File: src/rtl/cyccnt_pkg.sv
package cyccnt_pkg;

  localparam int BUS_W  = 32;
  localparam int ADDR_W = 3;

  typedef enum logic [ADDR_W-1:0] {
    A_CTRL   = 3'd0,
    A_CNT_LO = 3'd1,
    A_CNT_HI = 3'd2,
    A_OVF    = 3'd3,
    A_ACC    = 3'd4
  } addr_e;

  // control word bit positions
  localparam int B_RUN   = 0;
  localparam int B_EVCLR = 1;
  localparam int B_CLR   = 2;
  localparam int B_DIV   = 3;
  localparam int B_HOLD  = 5;
  localparam int B_LONG  = 6;

  // overflow status bit position
  localparam int B_OVF   = 31;

endpackage

File: src/rtl/cyccnt_prescale.sv
module cyccnt_prescale #(
  parameter int PRE_W = 6
) (
  input  logic clk,
  input  logic rst_n,
  input  logic run_i,
  input  logic div_i,
  input  logic clr_i,
  output logic tick_o
);

  generate
    if (PRE_W == 0) begin : g_nodiv
      assign tick_o = run_i;
    end else begin : g_div
      logic [PRE_W-1:0] pre_q;
      logic [PRE_W-1:0] pre_d;
      logic             pre_en;

      always_comb begin
        pre_en = clr_i | (run_i & div_i);
        if (clr_i) begin
          pre_d = '0;
        end else begin
          pre_d = pre_q + 1'b1;
        end
      end

      always_ff @(posedge clk or negedge rst_n) begin
        if (!rst_n) begin
          pre_q <= '0;
        end else if (pre_en) begin
          pre_q <= pre_d;
        end
      end

      assign tick_o = run_i & (~div_i | (&pre_q));


      div_wrap_chk: assert property (@(posedge clk) disable iff (!rst_n)
        (tick_o && div_i && !clr_i) |=> (pre_q == '0));


      div_restart_chk: assert property (@(posedge clk) disable iff (!rst_n)
        clr_i |=> (pre_q == '0));
    end
  endgenerate

endmodule

File: src/rtl/cyccnt_core.sv
module cyccnt_core #(
  parameter int LO_W  = 32,
  localparam int CNT_W = 2 * LO_W
) (
  input  logic             clk,
  input  logic             rst_n,
  input  logic             clr_i,
  input  logic             wr_lo_i,
  input  logic             wr_hi_i,
  input  logic [LO_W-1:0]  wdata_i,
  input  logic             inc_i,
  input  logic             long_i,
  input  logic             ovf_clr_i,
  output logic [CNT_W-1:0] cnt_o,
  output logic             ovf_o
);

  logic [CNT_W-1:0] cnt_q;
  logic [CNT_W-1:0] cnt_d;
  logic             cnt_en;
  logic             ovf_q;
  logic             ovf_d;
  logic             wrap;
  logic             ovf_set;
  logic             load;

  always_comb begin
    load   = wr_lo_i | wr_hi_i;
    wrap   = long_i ? (&cnt_q) : (&cnt_q[LO_W-1:0]);
    cnt_en = clr_i | load | inc_i;
    cnt_d  = cnt_q;
    if (clr_i) begin
      cnt_d = '0;
    end else if (load) begin
      if (wr_lo_i) cnt_d[LO_W-1:0]     = wdata_i;
      if (wr_hi_i) cnt_d[CNT_W-1:LO_W] = wdata_i;
    end else begin
      cnt_d = cnt_q + 1'b1;
    end
    ovf_set = inc_i & wrap & ~clr_i & ~load;
    ovf_d   = ovf_set | (ovf_q & ~ovf_clr_i);
  end

  always_ff @(posedge clk or negedge rst_n) begin
    if (!rst_n) begin
      cnt_q <= '0;
    end else if (cnt_en) begin
      cnt_q <= cnt_d;
    end
  end

  always_ff @(posedge clk or negedge rst_n) begin
    if (!rst_n) begin
      ovf_q <= 1'b0;
    end else begin
      ovf_q <= ovf_d;
    end
  end

  assign cnt_o = cnt_q;
  assign ovf_o = ovf_q;


  clr_zero_chk: assert property (@(posedge clk) disable iff (!rst_n)
    clr_i |=> (cnt_q == '0));


  ovf_sticky_chk: assert property (@(posedge clk) disable iff (!rst_n)
    (ovf_q && !ovf_clr_i) |=> ovf_q);


  idle_hold_chk: assert property (@(posedge clk) disable iff (!rst_n)
    (!inc_i && !clr_i && !wr_lo_i && !wr_hi_i) |=> $stable(cnt_q));


  ovf_src_chk: assert property (@(posedge clk) disable iff (!rst_n)
    $rose(ovf_q) |-> ($past(long_i) ? (&$past(cnt_q)) : (&$past(cnt_q[LO_W-1:0]))));

endmodule

File: src/rtl/cyccnt_regs.sv
module cyccnt_regs
  import cyccnt_pkg::*;
#(
  parameter logic [7:0] IMPL_CODE  = 8'h5A,
  parameter logic [7:0] IDENT_CODE = 8'h3C,
  parameter logic [4:0] NUM_EVT    = 5'd6,
  localparam int CNT_W = 2 * BUS_W
) (
  input  logic              clk,
  input  logic              rst_n,
  input  logic [ADDR_W-1:0] addr_i,
  input  logic              we_i,
  input  logic              re_i,
  input  logic [BUS_W-1:0]  wdata_i,
  input  logic              priv_i,
  input  logic [CNT_W-1:0]  cnt_i,
  input  logic              ovf_i,
  output logic              run_o,
  output logic              div_o,
  output logic              hold_o,
  output logic              long_o,
  output logic              cnt_clr_o,
  output logic              wr_lo_o,
  output logic              wr_hi_o,
  output logic              ovf_clr_o,
  output logic              pre_clr_o,
  output logic              evt_o,
  output logic [BUS_W-1:0]  rdata_o,
  output logic              acc_err_o
);

  addr_e            addr;
  logic             gate_ok;
  logic             we_ok;
  logic             ctrl_we;
  logic             acc_we;

  logic             run_q,  run_d;
  logic             div_q,  div_d;
  logic             hold_q, hold_d;
  logic             long_q, long_d;
  logic             acc_q,  acc_d;
  logic             evt_q,  evt_d;
  logic             err_q,  err_d;
  logic [BUS_W-1:0] rdata_q, rdata_d;
  logic [BUS_W-1:0] rd_val;
  logic [BUS_W-1:0] ctrl_word;

  always_comb begin
    addr    = addr_e'(addr_i);
    gate_ok = priv_i | acc_q;
    we_ok   = we_i & gate_ok;
    ctrl_we = we_ok & (addr == A_CTRL);
    acc_we  = we_i & priv_i & (addr == A_ACC);

    cnt_clr_o = ctrl_we & wdata_i[B_CLR];
    wr_lo_o   = we_ok & (addr == A_CNT_LO);
    wr_hi_o   = we_ok & (addr == A_CNT_HI);
    ovf_clr_o = we_ok & (addr == A_OVF) & wdata_i[B_OVF];
    pre_clr_o = cnt_clr_o | wr_lo_o | wr_hi_o |
                (ctrl_we & (wdata_i[B_DIV] != div_q));

    run_d  = ctrl_we ? wdata_i[B_RUN]  : run_q;
    div_d  = ctrl_we ? wdata_i[B_DIV]  : div_q;
    hold_d = ctrl_we ? wdata_i[B_HOLD] : hold_q;
    long_d = ctrl_we ? wdata_i[B_LONG] : long_q;
    acc_d  = acc_we  ? wdata_i[0]      : acc_q;
    evt_d  = ctrl_we & wdata_i[B_EVCLR];
  end

  always_comb begin
    ctrl_word = {IMPL_CODE, IDENT_CODE, NUM_EVT, 4'b0000,
                 long_q, hold_q, 1'b0, div_q, 2'b00, run_q};
    case (addr)
      A_CTRL:   rd_val = ctrl_word;
      A_CNT_LO: rd_val = cnt_i[BUS_W-1:0];
      A_CNT_HI: rd_val = cnt_i[CNT_W-1:BUS_W];
      A_OVF:    rd_val = {ovf_i, {(BUS_W-1){1'b0}}};
      A_ACC:    rd_val = {{(BUS_W-1){1'b0}}, acc_q};
      default:  rd_val = '0;
    endcase
    rdata_d = (re_i & gate_ok) ? rd_val : '0;
    err_d   = re_i & ~gate_ok;
  end

  always_ff @(posedge clk or negedge rst_n) begin
    if (!rst_n) begin
      run_q  <= 1'b0;
      div_q  <= 1'b0;
      hold_q <= 1'b0;
      long_q <= 1'b0;
    end else if (ctrl_we) begin
      run_q  <= run_d;
      div_q  <= div_d;
      hold_q <= hold_d;
      long_q <= long_d;
    end
  end

  always_ff @(posedge clk or negedge rst_n) begin
    if (!rst_n) begin
      acc_q <= 1'b0;
    end else if (acc_we) begin
      acc_q <= acc_d;
    end
  end

  always_ff @(posedge clk or negedge rst_n) begin
    if (!rst_n) begin
      evt_q   <= 1'b0;
      err_q   <= 1'b0;
      rdata_q <= '0;
    end else begin
      evt_q   <= evt_d;
      err_q   <= err_d;
      rdata_q <= rdata_d;
    end
  end

  assign run_o     = run_q;
  assign div_o     = div_q;
  assign hold_o    = hold_q;
  assign long_o    = long_q;
  assign evt_o     = evt_q;
  assign rdata_o   = rdata_q;
  assign acc_err_o = err_q;


  evt_cause_chk: assert property (@(posedge clk) disable iff (!rst_n)
    evt_o |-> $past(we_i && (addr_i == A_CTRL) && wdata_i[B_EVCLR]));


  refused_zero_chk: assert property (@(posedge clk) disable iff (!rst_n)
    acc_err_o |-> (rdata_o == '0));


  acc_locked_chk: assert property (@(posedge clk) disable iff (!rst_n)
    (we_i && !priv_i && (addr_i == A_ACC)) |=> $stable(acc_q));


  ctrl_strobe_zero_chk: assert property (@(posedge clk) disable iff (!rst_n)
    (re_i && gate_ok && (addr_i == A_CTRL)) |=> (rdata_o[2:1] == 2'b00 && rdata_o[4] == 1'b0));

endmodule

File: src/rtl/cyccnt_unit.sv
module cyccnt_unit
  import cyccnt_pkg::*;
#(
  parameter logic [7:0] IMPL_CODE  = 8'h5A,
  parameter logic [7:0] IDENT_CODE = 8'h3C,
  parameter logic [4:0] NUM_EVT    = 5'd6,
  parameter int         PRE_W      = 6
) (
  input  logic              clk,
  input  logic              rst_n,
  input  logic [ADDR_W-1:0] bus_addr,
  input  logic              bus_we,
  input  logic              bus_re,
  input  logic [BUS_W-1:0]  bus_wdata,
  input  logic              bus_priv,
  input  logic              count_prohibit,
  output logic [BUS_W-1:0]  bus_rdata,
  output logic              bus_acc_err,
  output logic              evt_clr_pulse
);

  localparam int CNT_W = 2 * BUS_W;

  logic             rst_meta_q;
  logic             rst_sync_q;
  logic             run, div, hold, long_sel;
  logic             cnt_clr, wr_lo, wr_hi, ovf_clr, pre_clr;
  logic             active, tick, inc;
  logic [CNT_W-1:0] cnt;
  logic             ovf;

  always_ff @(posedge clk or negedge rst_n) begin
    if (!rst_n) begin
      rst_meta_q <= 1'b0;
      rst_sync_q <= 1'b0;
    end else begin
      rst_meta_q <= 1'b1;
      rst_sync_q <= rst_meta_q;
    end
  end

  cyccnt_regs #(
    .IMPL_CODE  (IMPL_CODE),
    .IDENT_CODE (IDENT_CODE),
    .NUM_EVT    (NUM_EVT)
  ) u_regs (
    .clk       (clk),
    .rst_n     (rst_sync_q),
    .addr_i    (bus_addr),
    .we_i      (bus_we),
    .re_i      (bus_re),
    .wdata_i   (bus_wdata),
    .priv_i    (bus_priv),
    .cnt_i     (cnt),
    .ovf_i     (ovf),
    .run_o     (run),
    .div_o     (div),
    .hold_o    (hold),
    .long_o    (long_sel),
    .cnt_clr_o (cnt_clr),
    .wr_lo_o   (wr_lo),
    .wr_hi_o   (wr_hi),
    .ovf_clr_o (ovf_clr),
    .pre_clr_o (pre_clr),
    .evt_o     (evt_clr_pulse),
    .rdata_o   (bus_rdata),
    .acc_err_o (bus_acc_err)
  );

  assign active = run & ~(hold & count_prohibit);

  cyccnt_prescale #(
    .PRE_W (PRE_W)
  ) u_pre (
    .clk    (clk),
    .rst_n  (rst_sync_q),
    .run_i  (active),
    .div_i  (div),
    .clr_i  (pre_clr),
    .tick_o (tick)
  );

  assign inc = tick;

  cyccnt_core #(
    .LO_W (BUS_W)
  ) u_core (
    .clk       (clk),
    .rst_n     (rst_sync_q),
    .clr_i     (cnt_clr),
    .wr_lo_i   (wr_lo),
    .wr_hi_i   (wr_hi),
    .wdata_i   (bus_wdata),
    .inc_i     (inc),
    .long_i    (long_sel),
    .ovf_clr_i (ovf_clr),
    .cnt_o     (cnt),
    .ovf_o     (ovf)
  );


  prohibit_hold_chk: assert property (@(posedge clk) disable iff (!rst_sync_q)
    (hold && count_prohibit && !cnt_clr && !wr_lo && !wr_hi) |=> $stable(cnt));


  stopped_chk: assert property (@(posedge clk) disable iff (!rst_sync_q)
    (!run && !cnt_clr && !wr_lo && !wr_hi) |=> $stable(cnt));


  clr_keeps_ovf_chk: assert property (@(posedge clk) disable iff (!rst_sync_q)
    (cnt_clr && ovf && !ovf_clr) |=> ovf);

endmodule

File: config.mk
export PLATFORM = sky130hd
export DESIGN_NAME = cyccnt_unit
export DESIGN_NICKNAME = d
export VERILOG_FILES = /design/src/rtl/cyccnt_pkg.sv /design/src/rtl/cyccnt_prescale.sv /design/src/rtl/cyccnt_core.sv /design/src/rtl/cyccnt_regs.sv /design/src/rtl/cyccnt_unit.sv
export SDC_FILE = /design/constraint.sdc
export NUM_CORES = 1
export LEC_CHECK = 0
export ABC_CLOCK_PERIOD_IN_PS = 6150
export BUFFER_PORTS_ARGS = -buffer_cell sky130_fd_sc_hd__buf_4
export CORE_MARGIN = 8
export CORE_UTILIZATION = 45
export CTS_CLUSTER_DIAMETER = 150
export CTS_CLUSTER_SIZE = 10
export DETAILED_ROUTE_END_ITERATION = 12
export PLACE_DENSITY = 0.69
export SLEW_MARGIN = 20
export SYNTH_ARGS = -nofsm -noshare
export SYNTH_HDL_FRONTEND = slang
export SYNTH_SLANG_ARGS = --single-unit
File: constraint.sdc
create_clock -name clk -period 6.15 [get_ports clk]
set_clock_uncertainty 0.05 [all_clocks]
set_input_delay 1.23 -clock clk [delete_from_list [all_inputs] [get_ports clk]]
set_output_delay 1.23 -clock clk [all_outputs]
set_load 0.02 [all_outputs]
==> impl_summary.txt <==
----------------------------------------------------
[Timing]
  Setup repair after global routing missed its margin ... no
  Highest attainable clock frequency ... 286.6 MHz
  Post-route clock period utilization ... between 50% and 60%
  Minimum period implied by the final worst setup slack ... 3489 ps
  Setup tns final ... 0 ps
  Final Hold Fails ... 0
  Final Slew Violations ... 0
  Actual slew at the worst max-slew pin ... 1113 ps
  Rel. slew slack ... between 20% and 30%
  Setup-failing EPs final ... 0

[Logic synthesis]
  Flops & latches, synth ... 112
  Biggest area consumer among synthesized cells ... sky130_fd_sc_hd__dfrtp_1
  Number of unique standard cell types used by synthesis ... 68
  Mapped Nets ... about 860
  Top cells by area, synth ... sky130_fd_sc_hd__dfrtp_1 (40%), sky130_fd_sc_hd__nand2_1 (4.6%), sky130_fd_sc_hd__nor2_1 (3.7%)
  YS warnings ... 0
  Synthesized-area fraction occupied by ao, oa, aoi and oai cells ... around a quarter
  Combined area of all synthesized cells ... ~0.0070 sq mm
  Post-synth EDFFs ... 0
  Adder and majority cell fraction of the synthesized area ... less than 1%
  Most common cell in the netlist ... sky130_fd_sc_hd__dfrtp_1
  Mean post-synth cell area ... ~8.5 sq um
  Fraction of synthesized area in multiplexers ... under 10%
  Fraction of synthesis flops using an asynchronous set or reset pin ... between 90% and 100%
  Synth Area in XOR/XNOR ... 1.005%
  Portion of synthesized cell area occupied by the leading cell type ... 40.20%
  Main combinational cell family by area after synthesis ... compound AO/OA/AOI/OAI gates
  Post-synthesis sequential area ratio ... 40.20%
  Synth Area in Simple Gates ... 25.34%
  Dominant synthesized flop cell ... sky130_fd_sc_hd__dfrtp_1
  Count of mapped cells out of synthesis ... 820
  Post-synth top cells ... sky130_fd_sc_hd__dfrtp_1 (112), sky130_fd_sc_hd__nand2_1 (86), sky130_fd_sc_hd__nor2_1 (68)

[GRT]
  Tot GR Track Use ... 27.46%
  Vias in the first global route ... 7,090
  Antenna violations before repair ... 0
  Global-route wire length before repair ... around 42,000 um
  Largest net degree at the start of global routing ... 76
  Overflow left after global routing ... 0

[CTS]
  Clock net sink count ... between 100 and 150
  CTS Root Buffer Type ... sky130_fd_sc_hd__clkbuf_16
  Quantity of hold-fixing buffers added after cts ... 0
  Clock input transition at the sequential cells of the worst setup and hold paths ... approximately 70 ps
  Clock Latency Late Sink ... around 370 ps
  TritonCTS clock tree ... built
  Htree depth ... 3
  Total of cells resized after clock tree synthesis ... 0
  Cts bufs inserted ... 9
  Worst-case clock buffer depth ... 2
  Number of post-CTS setup repair buffers ... 0

[Setup path]
  Buffering stage count on the worst path with inverters included ... 2
  CP arrival ... about 3700 ps
  Slowest cell on the critical path ... sky130_fd_sc_hd__a211oi_2
  Kind of cell with the highest combined delay on the critical path ... compound AO/OA/AOI/OAI gates
  Delay of the slowest cell on the worst path ... about 940 ps
  Category of the worst setup path capture point ... flip-flop
  CP Cell Sequence ... buf_4, or3b_2, a211oi_2, buf_4, a21oi_1, o31ai_1, o21ai_0
  Req. time, crit path ... between 6000 and 7000 ps
  Crit Path Max Fanout ... 21
  Critical Path Source Type ... input pin
  Most numerous cell on the critical path ... sky130_fd_sc_hd__buf_4
  Internal reg-to-reg setup slack ... slightly above 3000 ps
  Critical Setup Path Class ... input pin to flip-flop

[Placement]
  Area post-placement ... just under 0.008 sq mm
  Routability Congestion ... roughly 1.0
  Count of input and output buffers ... 74
  DPL Wire Length ... approximately 19,000 um

[Drt]
  Detailed-route vias per instance ... 7.044
  Total via count in the routed design ... 7,403
  Post-detailed-route count of antenna-violating nets ... 0
  First-pass DRT Iterations ... 6
  Total length of routed wires ... ~27,000 um
  Routed length per instance ... 25.78 um
  DRC errors left ... 0
  Violation count after the first detailed-routing iteration ... around 1,100

[Layout]
  Fraction of layout cells with a size suffix above 1 ... about 15%
  Post-layout instance area ... roughly 0.0080 sq mm
  Diodes inserted ... 0
  Final #Nets ... between 900 and 1,000
  Area added between synthesis and finish ... 14.34%

[Floorplan]
  Count of pins on the block boundary ... 75
  Area inside the core boundary ... between 0.015 and 0.02 sq mm
  Die area ... slightly below 0.02 sq mm
  Width of the die ... ~140 um
  Chip Height ... ~140 um
  Effective utilization at floorplan ... ~46%
  Number of standard-cell rows in the floorplan ... 45

[Power and ir drop]
  Total power per unit cell area ... roughly 290 mW/mm^2
  Standby leakage power ... ~3.1 nW
  Largest voltage drop on the vdd net ... 0.1664 mV

[Worst hold path]
  Classification of the worst-slack hold path ... flip-flop to async pin

[Outcome]
  Run status ... completed

[Job]
  Max-cap viol count ... 0

----------------------------------------------------
[state kept, by name, indices dropped and copies added (netlist names)]
| register | flops |
|---|---|
| u_pre.g_div.pre_q | 6 |
| rst_sync_q | 1 |
| u_regs.run_o | 1 |
| u_regs.evt_o | 1 |
| u_regs.long_o | 1 |
| u_regs.acc_err_o | 1 |
| u_regs.hold_o | 1 |
| u_core.cnt_o | 64 |
| rst_meta_q | 1 |
| u_regs.div_o | 1 |
| u_regs.rdata_o | 32 |
| u_regs.acc_q | 1 |
| u_core.ovf_o | 1 |
[layout make-up]
| class | instances | area, sq um |
|---|---|---|
| fillers | 1438 | 7174 |
| clock buffers | 13 | 240.2 |
| well taps | 188 | 235.2 |
| clock inverters | 3 | 43.79 |
| flip-flops and latches | 112 | 2806 |
| repair buffers | 90 | 679.4 |
| multi-input cells | 626 | 3895 |
| inverters | 19 | 71.32 |
[per-stage QoR]
stage / hold WS [ps] / utilization, % / total power [mW] / instances / worst slack [ps]
2_1_floorplan: 281.2 / - / 1.421 / 820 / 2749
3_3_place_gp: 264.3 / 50.65 / 1.666 / 1035 / 2461
3_5_place_dp: 264.0 / 50.73 / 1.669 / 1035 / 2399
4_1_cts: 266.6 / 52.61 / 2.259 / 1051 / 2780
5_1_grt: 294.2 / 52.63 / 2.379 / 1051 / 2581
6_report: 247.8 / 52.63 / 2.288 / 1051 / 2661
[layout by cell type (no fill, tap or decap), types with 8 or more instances in the layout]
cell / instances
sky130_fd_sc_hd__or3_1: 8
sky130_fd_sc_hd__o31ai_1: 18
sky130_fd_sc_hd__inv_1: 18
sky130_fd_sc_hd__nor2_1: 68
sky130_fd_sc_hd__nor4_1: 24
sky130_fd_sc_hd__nand3_1: 32
sky130_fd_sc_hd__nand2_1: 86
sky130_fd_sc_hd__and4_1: 9
sky130_fd_sc_hd__a22o_1: 24
sky130_fd_sc_hd__clkbuf_16: 9
sky130_fd_sc_hd__and3_1: 12
sky130_fd_sc_hd__o211ai_1: 15
sky130_fd_sc_hd__and2_1: 16
sky130_fd_sc_hd__dfrtp_1: 111
sky130_fd_sc_hd__nor3_1: 18
sky130_fd_sc_hd__a22oi_1: 21
sky130_fd_sc_hd__o22ai_1: 19
sky130_fd_sc_hd__nand4_1: 37
sky130_fd_sc_hd__a21oi_1: 33
sky130_fd_sc_hd__o2bb2ai_1: 8
sky130_fd_sc_hd__buf_4: 89
sky130_fd_sc_hd__o21ai_0: 38
sky130_fd_sc_hd__a31oi_1: 12
[path summary, 6_finish.rpt]
path	from	endpoint	depth (start not counted)
max in group asynchronous	rst_sync_q$_DFF_PN0_	u_regs.rdata_o[12]$_DFF_PN0_	1
min in group clk	rst_meta_q$_DFF_PN0_	rst_sync_q$_DFF_PN0_	0
hold / removal	rst_sync_q$_DFF_PN0_	u_core.cnt_o[7]$_DFFE_PN0P_	0
setup / recovery	bus_addr[1]	u_core.cnt_o[26]$_DFFE_PN0P_	7
setup reg to reg	u_core.cnt_o[0]$_DFFE_PN0P_	u_core.cnt_o[34]$_DFFE_PN0P_	6
hold reg to reg	rst_sync_q$_DFF_PN0_	u_core.cnt_o[7]$_DFFE_PN0P_	0
[metal layers]
metal  global-route usage, %  routed length, um  up-vias
li1                        -                  -     3217
met1                   36.77              10930     3554
met2                   39.02              11440      536
met3                   8.902               3461       96
met4                   13.46               1260        0
met5                       0                  0        -
[logic make-up (layout without fill, tap and decap cells)]
family                     Yosys count  after routing
buffers and inverters               82            125
adders and majority gates            2              2
AOI/OAI and AO/OA                  259            259
muxes                               12             12
and+or+nand+nor                    344            344
DFF                                112            112
other                                1              1
xor gates and xnor gates             8              8
[power by group]
group	switching (mW)	internal [mW]
clock	0.274	0.317
sequential	0.272	0.862
combinational	0.345	0.218
total	0.891	1.40
Note: power is estimated with default switching activity, not from simulation.
